===== src/rtl/div_pkg.sv =====
package div_pkg;
   typedef enum logic {
      ALG_RESTORE = 1'b0,
      ALG_NONREST = 1'b1
   } div_alg_e;

   typedef enum logic [1:0] {
      ST_IDLE = 2'd0,
      ST_ITER = 2'd1,
      ST_FIX  = 2'd2,
      ST_FIN  = 2'd3
   } div_state_e;
endpackage


===== src/rtl/div_addsub.sv =====
// W-bit add/subtract unit: y = a + b (sub=0) or a - b (sub=1).
// RIPPLE selects an explicit full-adder chain or a plain adder.
module div_addsub #(
   parameter int W      = 10,
   parameter bit RIPPLE = 1'b0
) (
   input  logic [W-1:0] a,
   input  logic [W-1:0] b,
   input  logic         sub,
   output logic [W-1:0] y
);
   logic [W-1:0] b_x;
   assign b_x = b ^ {W{sub}};

   generate
      if (RIPPLE) begin : g_ripple
         logic [W:0] cy;
         assign cy[0] = sub;
         for (genvar i = 0; i < W; i++) begin : g_bit
            assign y[i]    = a[i] ^ b_x[i] ^ cy[i];
            assign cy[i+1] = (a[i] & b_x[i]) | (cy[i] & (a[i] ^ b_x[i]));
         end
      end else begin : g_fast
         assign y = a + b_x + {{(W-1){1'b0}}, sub};
      end
   endgenerate
endmodule


===== src/rtl/div_step.sv =====
// One iteration of the division: shift left, add or subtract, form a quotient bit.
module div_step
   import div_pkg::*;
#(
   parameter int N      = 8,
   parameter bit RIPPLE = 1'b0,
   localparam int RW    = N + 2
) (
   input  logic [RW-1:0] r_in,
   input  logic [N-1:0]  q_in,
   input  logic [N-1:0]  d,
   input  div_alg_e      alg,
   output logic [RW-1:0] r_out,
   output logic [N-1:0]  q_out
);
   logic [RW-1:0] r_sh;
   logic [RW-1:0] d_ext;
   logic [RW-1:0] r_try;
   logic          do_sub;
   logic          qbit;

   assign r_sh   = {r_in[RW-2:0], q_in[N-1]};
   assign d_ext  = {2'b00, d};
   // restoring always subtracts; non-restoring picks by the previous sign
   assign do_sub = (alg == ALG_RESTORE) ? 1'b1 : ~r_in[RW-1];

   div_addsub #(.W(RW), .RIPPLE(RIPPLE)) u_as (
      .a(r_sh), .b(d_ext), .sub(do_sub), .y(r_try)
   );

   always_comb begin
      if (alg == ALG_RESTORE) begin
         qbit  = ~r_try[RW-1];
         r_out = r_try[RW-1] ? r_sh : r_try;
      end else begin
         qbit  = ~r_try[RW-1];
         r_out = r_try;
      end
   end

   assign q_out = {q_in[N-2:0], qbit};
endmodule


===== src/rtl/div_ctrl.sv =====
// Sequencer: N iteration cycles, one correction cycle, one finish cycle.
module div_ctrl
   import div_pkg::*;
#(
   parameter int N   = 8,
   localparam int CW = $clog2(N + 1)
) (
   input  logic clk,
   input  logic rst_n,
   input  logic start,
   output logic load,
   output logic iter_en,
   output logic fix_en,
   output logic busy,
   output logic done
);
   localparam logic [CW-1:0] LAST = CW'(N - 1);

   div_state_e    st_q;
   logic [CW-1:0] cnt_q;

   assign load    = (st_q == ST_IDLE) && start;
   assign iter_en = (st_q == ST_ITER);
   assign fix_en  = (st_q == ST_FIX);
   assign busy    = (st_q != ST_IDLE);

   always_ff @(posedge clk or negedge rst_n) begin
      if (!rst_n) begin
         st_q  <= ST_IDLE;
         cnt_q <= '0;
         done  <= 1'b0;
      end else begin
         done <= (st_q == ST_FIN);
         unique case (st_q)
            ST_IDLE: if (start) begin
               st_q  <= ST_ITER;
               cnt_q <= '0;
            end
            ST_ITER: begin
               cnt_q <= cnt_q + 1'b1;
               if (cnt_q == LAST) st_q <= ST_FIX;
            end
            ST_FIX:  st_q <= ST_FIN;
            ST_FIN:  st_q <= ST_IDLE;
            default: st_q <= ST_IDLE;
         endcase
      end
   end
endmodule


===== src/rtl/seq_divider.sv =====
module seq_divider
   import div_pkg::*;
#(
   parameter int N      = 8,
   parameter bit RIPPLE = 1'b0
) (
   input  logic         clk,
   input  logic         rst_n,
   input  logic         start,
   input  logic         mode,
   input  logic [N-1:0] dividend,
   input  logic [N-1:0] divisor,
   output logic         busy,
   output logic         done,
   output logic [N-1:0] quotient,
   output logic [N-1:0] remainder,
   output logic         div_by_zero
);
   localparam int RW = N + 2;

   generate
      if (N < 2) begin : g_bad_width
         $error("seq_divider: N must be at least 2");
      end
   endgenerate

   logic          load, iter_en, fix_en;
   logic [RW-1:0] r_q, r_nx, r_fix;
   logic [N-1:0]  q_q, q_nx, d_q;
   div_alg_e      alg_q;
   logic          dz_q;

   div_ctrl #(.N(N)) u_ctrl (
      .clk(clk), .rst_n(rst_n), .start(start),
      .load(load), .iter_en(iter_en), .fix_en(fix_en),
      .busy(busy), .done(done)
   );

   div_step #(.N(N), .RIPPLE(RIPPLE)) u_step (
      .r_in(r_q), .q_in(q_q), .d(d_q), .alg(alg_q),
      .r_out(r_nx), .q_out(q_nx)
   );

   div_addsub #(.W(RW), .RIPPLE(RIPPLE)) u_fix (
      .a(r_q), .b({2'b00, d_q}), .sub(1'b0), .y(r_fix)
   );

   always_ff @(posedge clk or negedge rst_n) begin
      if (!rst_n) begin
         r_q   <= '0;
         q_q   <= '0;
         d_q   <= '0;
         alg_q <= ALG_RESTORE;
         dz_q  <= 1'b0;
      end else if (load) begin
         r_q   <= '0;
         q_q   <= dividend;
         d_q   <= divisor;
         alg_q <= div_alg_e'(mode);
         dz_q  <= (divisor == '0);
      end else if (iter_en) begin
         r_q <= r_nx;
         q_q <= q_nx;
      end else if (fix_en && r_q[RW-1]) begin
         r_q <= r_fix;
      end
   end

   assign quotient    = q_q;
   assign remainder   = r_q[N-1:0];
   assign div_by_zero = dz_q;
endmodule


===== config.mk =====
export PLATFORM = sky130hd
export DESIGN_NAME = seq_divider
export DESIGN_NICKNAME = d
export VERILOG_FILES = /design/src/rtl/div_pkg.sv /design/src/rtl/div_addsub.sv /design/src/rtl/div_step.sv /design/src/rtl/div_ctrl.sv /design/src/rtl/seq_divider.sv
export SDC_FILE = /design/constraint.sdc
export NUM_CORES = 1
export LEC_CHECK = 0
export BUFFER_PORTS_ARGS = -buffer_cell sky130_fd_sc_hd__buf_2
export CORE_MARGIN = 2
export CORE_UTILIZATION = 60
export CTS_BUF_LIST = sky130_fd_sc_hd__clkbuf_8
export DETAILED_ROUTE_END_ITERATION = 16
export GPL_TIMING_DRIVEN = 0
export PLACE_DENSITY_LB_ADDON = 0.12
export SLEW_MARGIN = 20
export SYNTH_ARGS = -nofsm -noshare
export SYNTH_HDL_FRONTEND = slang
export SYNTH_SLANG_ARGS = --single-unit

===== constraint.sdc =====
create_clock -name clk -period 3.2 [get_ports clk]
set_input_delay 0.16 -clock clk [delete_from_list [all_inputs] [get_ports clk]]
set_output_delay 0.16 -clock clk [all_outputs]
set_load 0.01 [all_outputs]

==> results of run 1 <==
## state kept, by name (all words and copies together), names as in the netlist
signal	cells
r_q	10
u_ctrl.done	1
div_by_zero	1
quotient	8
u_ctrl.st_q	2
alg_q	1
d_q	8
u_ctrl.cnt_q	4
## cells in the mapped netlist, types with 3 or more instances
| master | count | share of area, % |
|---|---|---|
| nand3_1 | 6 | 1.1 |
| xnor2_1 | 6 | 1.9 |
| mux2i_1 | 10 | 3.6 |
| nor2b_1 | 3 | 0.68 |
| o211ai_1 | 3 | 0.81 |
| dfrtp_1 | 35 | 32 |
| a211oi_1 | 4 | 1.1 |
| nand4_1 | 5 | 1.1 |
| a21o_1 | 7 | 1.9 |
| o311a_1 | 4 | 1.4 |
| ha_1 | 22 | 9.9 |
| clkbuf_1 | 10 | 1.4 |
| or3_1 | 3 | 0.68 |
| nor2_1 | 18 | 2.4 |
| buf_4 | 9 | 2.4 |
| a21oi_1 | 25 | 4.5 |
| nor3_1 | 5 | 0.90 |
| nand2b_1 | 4 | 0.90 |
| o21ai_0 | 29 | 5.2 |
| inv_1 | 7 | 0.95 |
| xor2_1 | 14 | 4.4 |
| a31oi_1 | 7 | 1.6 |
| mux2_2 | 9 | 3.7 |
| nand2_1 | 23 | 3.1 |
## logic make-up (layout without fill, tap and decap cells)
family                   count (synthesis)  in the layout  synth area share [%]
AO/OA/AOI/OAI                          100            100                 23.67
buffers and inverters                   29             75                 5.465
XOR/XNOR                                20             20                 6.323
adder cells (fa/ha/maj)                 24             24                 11.38
flip-flops                              35             35                 31.62
AND/OR/NAND/NOR                         79             79                 14.27
multiplexers                            19             19                 7.272
## final cells by class
class                   count  area (µm²)  area share [%]
clock buffers               5       68.82           2.206
multi-input cells         242        1743           55.88
clock inverters             3       20.02          0.6418
inverters                   7       26.28          0.8424
flip-flops and latches     35       875.8           28.08
well taps                  52       65.06           2.086
repair buffers             38       195.2           6.258
plain buffers              22       125.1           4.011
## per-layer routing
| metal | vias to the layer above | global-route usage (%) | wire length (µm) |
|---|---|---|---|
| li1 | 1212 | - | - |
| met1 | 1129 | 36.87 | 2943 |
| met2 | 75 | 43.00 | 3033 |
| met3 | 8 | 3.056 | 328 |
| met4 | 0 | 7.757 | 63 |
| met5 | - | 0 | 0 |
## cells in the final DEF, fill, tap and decap left out, drive strengths merged, types with 3 or more instances in the layout
master / Yosys / layout
buf: 12 / 49
o21ai: 30 / 30
a21o: 7 / 7
xnor2: 6 / 6
ha: 22 / 22
nand3b: 3 / 3
o211ai: 3 / 3
dfrtp: 35 / 35
nor2: 18 / 18
a31oi: 7 / 7
nand4: 5 / 5
nor2b: 3 / 3
mux2: 9 / 9
mux2i: 10 / 10
nand2b: 4 / 4
nand3: 6 / 6
o311a: 4 / 4
a21oi: 26 / 26
inv: 7 / 7
nand2: 24 / 24
xor2: 14 / 14
a211oi: 4 / 4
or3: 3 / 3
nor3: 5 / 5
clkbuf: 10 / 15
## worst paths after layout
kind | start | endpoint | slack (ps) | cells past startpoint
max | alg_q | r_q[8] | 390 | 11
min | dividend[0] | quotient[0] | 100 | 2
max reg2reg | alg_q | r_q[8] | 390 | 11
min reg2reg | div_by_zero | div_by_zero | 490 | 2
max in group asynchronous | rst_n | r_q[5] | 2200 | 2
min in group asynchronous | rst_n | quotient[2] | 510 | 2
## worst reg2reg max path, cell delays in order, from the launching register on
cell,delay (ps)
dfrtp_1,360
buf_4,160
nand2_2,220
xor2_1,240
inv_1,90
fa_1,420
nor2b_1,160
o2111ai_1,160
a31oi_1,240
xor2_1,190
a31oi_1,110
a221oi_1,350
## per-stage QoR
stage / instances / hold WS (ps) / utilization (%) / setup WS (ps)
6_report: 404 / 97.84 / 70.66 / 387.5
4_1_cts: 404 / 89.74 / 70.66 / 374.0
3_5_place_dp: 395 / 282.3 / 68.42 / 402.1
3_3_place_gp: 395 / 275.2 / 68.42 / 449.1
5_1_grt: 404 / 107.0 / 70.66 / 211.0
2_1_floorplan: 306 / -135.6 / - / 693.2
==> run_results.csv, run 1 <==
group,metric,value,unit
setup_path,start_kind,"flip-flop",
setup_path,path_cells,"buf_4, nand2_2, xor2_1, inv_1, fa_1, nor2b_1, o2111ai_1, a31oi_1, xor2_1, a31oi_1, a221oi_1",
timing,finalMaxSlewViolations,0,
logic_synthesis,netlist_area,0.002770,mm²
status,status,"completed",
floorplanning,start_util,62.76,%
drt,ant_nets,0,
setup_path,crit_family,"compound AO/OA/AOI/OAI gates",
floorplanning,fp.dieW,71.95,µm
logic_synthesis,syn_nets,350,
logic_synthesis,synth_warnings,0,
clock_network,cts_setup_buffers,0,
floorplanning,ios,39,
drt,avgRoutedWirePerCell,15.76,µm
finish,drive_above_1_share,20.17,%
timing,period_share,87.89,%
global_route,gr-total-overflow,0,
timing,finalSetupViolCount,0,
clock_network,numCtsBuffers,5,
setup_path,endpoint_kind,"flip-flop",
finish,fill_cells,355,
place,portBuffers,37,
place,dp_hpwl,4.937,mm
global_route,grt_usage,26.22,%
clock_network,cts-root-buf,"clkbuf_8",
drt,drc,0,
global_route,grt_pass1_vias,2267,
clock_network,ctsHoldBuffers,1,
logic_synthesis,async_reset_ff_share,100.0,%
logic_synthesis,yosys_most_used_dff,"dfrtp_1",
logic_synthesis,yosysUniqueCellTypes,53,
global_route,grt_pass1_wl,10.58,mm
logic_synthesis,syn_avg_cell_area,9.053,µm²
setup_path,critPathArrivalTime,2980,ps
finish,design_area,0.003119,mm²
clock_network,cts_tree,"done",
timing,worstMarginPinSlew,781.6,ps
clock_network,clk_pin_slew,70,ps
floorplanning,rows,24,
logic_synthesis,synth-edff-count,0,
run,drv_cap,0,
worst_hold_path,min_path_type,"input port to flip-flop",
logic_synthesis,ys_ff_latch,35,
global_route,antenna_found_initial,0,
clock_network,cts.sinks,35,
drt,firstDrtPassIters,4,
clock_network,clockBufferDepth,2,
global_route,grt_max_degree,36,
floorplanning,fp.coreArea,0.004414,mm²
setup_path,cpPeakStageDelay,420,ps
timing,relSlewSlack,47.89,%
timing,fin_skew,5.682,ps
drt,wl,6.369,mm
setup_path,path_class,"flip-flop to flip-flop",
drt,vias,2424,
floorplanning,die_area,0.005176,mm²
timing,final.min_clock_period,2813,ps
finish,diodes,0,
clock_network,cts-resized-gates,0,
drt,viasPerCell,6.000,
timing,fin_tns_setup,0,ps
setup_path,required,3370,ps
clock_network,worst_skew_pair.late_latency,290,ps
setup_path,crit_path_top_delay_cell,"fa_1",
setup_path,cp_max_fo,9,
timing,rsz0062_at_grt,"no",
floorplanning,die_height,71.95,µm
logic_synthesis,ys_seq_area_share,31.62,%
logic_synthesis,synthCells,306,
finish,layout.nets,395,
place,routabilityCongestion,0.9238,
timing,hold_viol,0,
drt,drt_iter0_drc,168,
timing,clock.fmax,355.6,MHz
place,placed_area,0.003020,mm²
clock_network,h-tree-depth,2,
finish,areaGrowthSynthToFinish,12.60,%
setup_path,cp.buffers_inverters,2,
Power of run 1 is left out: the tool's default activity adds up to more than one toggle a clock period on the data nets, which glitch-free logic cannot reach.
==> inputs of run 2 (changes only) <==
--- a/config.mk
+++ b/config.mk
@@ -7,10 +7,11 @@
 export LEC_CHECK = 0
 export BUFFER_PORTS_ARGS = -buffer_cell sky130_fd_sc_hd__buf_2
 export CORE_MARGIN = 2
-export CORE_UTILIZATION = 60
+export CORE_UTILIZATION = 54
 export CTS_BUF_LIST = sky130_fd_sc_hd__clkbuf_8
 export DETAILED_ROUTE_END_ITERATION = 16
 export GPL_TIMING_DRIVEN = 0
+export MAX_ROUTING_LAYER = met4
 export PLACE_DENSITY_LB_ADDON = 0.12
 export SLEW_MARGIN = 20
 export SYNTH_ARGS = -nofsm -noshare
==> constraint.sdc (replaced) <==
create_clock -name clk -period 2.3 [get_ports clk]
set_input_delay 0.115 -clock clk [delete_from_list [all_inputs] [get_ports clk]]
set_output_delay 0.115 -clock clk [all_outputs]
set_load 0.01 [all_outputs]
==> run_results.csv, run 2 (synthesized netlist as in run 1, its figures left out) <==
group,metric,value,unit
setup_path,crit_family,"compound AO/OA/AOI/OAI gates",
setup_path,crit_path_top_delay_cell,"or4_1",
clock_network,clk_pin_slew,70,ps
drt,vias,2527,
setup_path,critPathArrivalTime,2700,ps
floorplanning,fp.coreArea,0.005042,mm²
drt,ant_nets,0,
timing,clock.fmax,402.4,MHz
timing,final.setup.worst_slack,-184.8,ps
setup_path,cp.buffers_inverters,1,
place,placed_cells,413,
clock_network,clockBufferDepth,2,
drt,wl,6.891,mm
finish,final_common_cell,"buf_2",
setup_path,cpPeakStageDelay,470,ps
run,drv_cap,0,
drt,viasPerCell,5.704,
timing,worstMarginPinSlew,783.0,ps
drt,drc,0,
finish,layout.nets,416,
timing,rsz0062_at_grt,"yes",
drt,avgRoutedWirePerCell,15.56,µm
setup_path,path_class,"flip-flop to flip-flop",
timing,hold_viol,0,
drt,firstDrtPassIters,4,
timing,period_share,108.0,%
floorplanning,rows,26,
place,dp_hpwl,4.979,mm
global_route,grt_usage,26.29,%
clock_network,cts_tree,"done",
floorplanning,ios,39,
clock_network,cts.sinks,35,
global_route,gr-total-overflow,0,
finish,regMostFlops,"r_q",
timing,fin_skew,3.494,ps
floorplanning,start_util,54.94,%
global_route,antenna_found_initial,0,
worst_hold_path,min_path_type,"input port to flip-flop",
floorplanning,fp.dieW,75.63,µm
place,portBuffers,37,
finish,diodes,0,
finish,final_cell_mix,"buf_2, dfrtp_1, buf_4",
global_route,grt_max_degree,36,
finish,instances_no_fill,443,
global_route,grt_pass1_vias,2317,
setup_path,path_cells,"buf_6, nand2_8, xor2_1, ha_1, a21o_1, a41o_1, o21ai_4, a21oi_4, or4_1, a31oi_1",
global_route,grt_pass1_wl,10.95,mm
timing,relSlewSlack,47.80,%
clock_network,worst_skew_pair.late_latency,290,ps
finish,areaGrowthSynthToFinish,25.25,%
clock_network,h-tree-depth,2,
setup_path,start_kind,"flip-flop",
timing,finalSetupViolCount,10,
setup_path,required,2510,ps
clock_network,cts-root-buf,"clkbuf_8",
drt,drt_iter0_drc,162,
clock_network,numCtsBuffers,5,
setup_path,cp_max_fo,5,
status,status,"finished with violations",
status,violations,"negative setup slack",
timing,final.min_clock_period,2485,ps
setup_path,endpoint_kind,"flip-flop",
finish,largest_reg_flops,10,
finish,fill_cells,438,
floorplanning,die_area,0.005719,mm²
finish,drive_above_1_share,28.42,%
timing,finalMaxSlewViolations,0,
place,routabilityCongestion,0.8665,
floorplanning,die_height,75.63,µm
==> run 2: repair_timing <==
action | CTS | global route
gates resized for setup | 18 | 6
pin swaps | 15 | 8
gates cloned | 1 | 0
hold buffers | 1 | 0
setup endpoints to repair | 16 | 11
setup buffers | 19 | 1
hold endpoints to repair | 35 | 0
==> run 2: worst paths after layout <==
kind	from	end	slack, ps	cells past startpoint
max	alg_q	r_q[0]	-180	10
min	dividend[0]	quotient[0]	40	2
max reg2reg	alg_q	r_q[0]	-180	10
min reg2reg	div_by_zero	div_by_zero	490	2
max in group asynchronous	rst_n	r_q[3]	1360	2
min in group asynchronous	rst_n	u_ctrl.cnt_q[1]	440	2
==> run 2: cell type report <==
class	instances	area (µm²)	area share (%)
buffer	22	130.1	3.750
clock buffer	5	68.82	1.983
tap	70	87.58	2.524
timing repair buffer	58	361.6	10.42
inverter	7	26.28	0.7573
multi-input combinational	243	1852	53.37
sequential	35	875.8	25.24
clock inverter	3	67.56	1.947
==> run 2: per-stage QoR <==
step	hold slack [ps]	util, %	worst slack [ps]	area (µm²)	setup TNS (ps)
final	37.78	68.81	-184.8	3470	-1065
after global routing	44.58	68.81	-291.1	3470	-2194
after floorplan	-180.6	-	-122.1	2788	-425.3
after CTS	34.55	68.24	-198.7	3441	-978.3
after global placement	239.5	60.69	-309.7	3060	-2605
after detailed placement	242.9	60.69	-346.9	3060	-3227
==> run 2: routing by layer <==
layer | global-route usage [%] | vias to the layer above | part of all wire, %
met5 | - | - | 0
met4 | 6.433 | 0 | 0.86
met3 | 3.175 | 5 | 3.0
met2 | 43.29 | 58 | 50
met1 | 34.73 | 1204 | 47
li1 | - | 1260 | -
Power of run 2 is left out for the same reason.
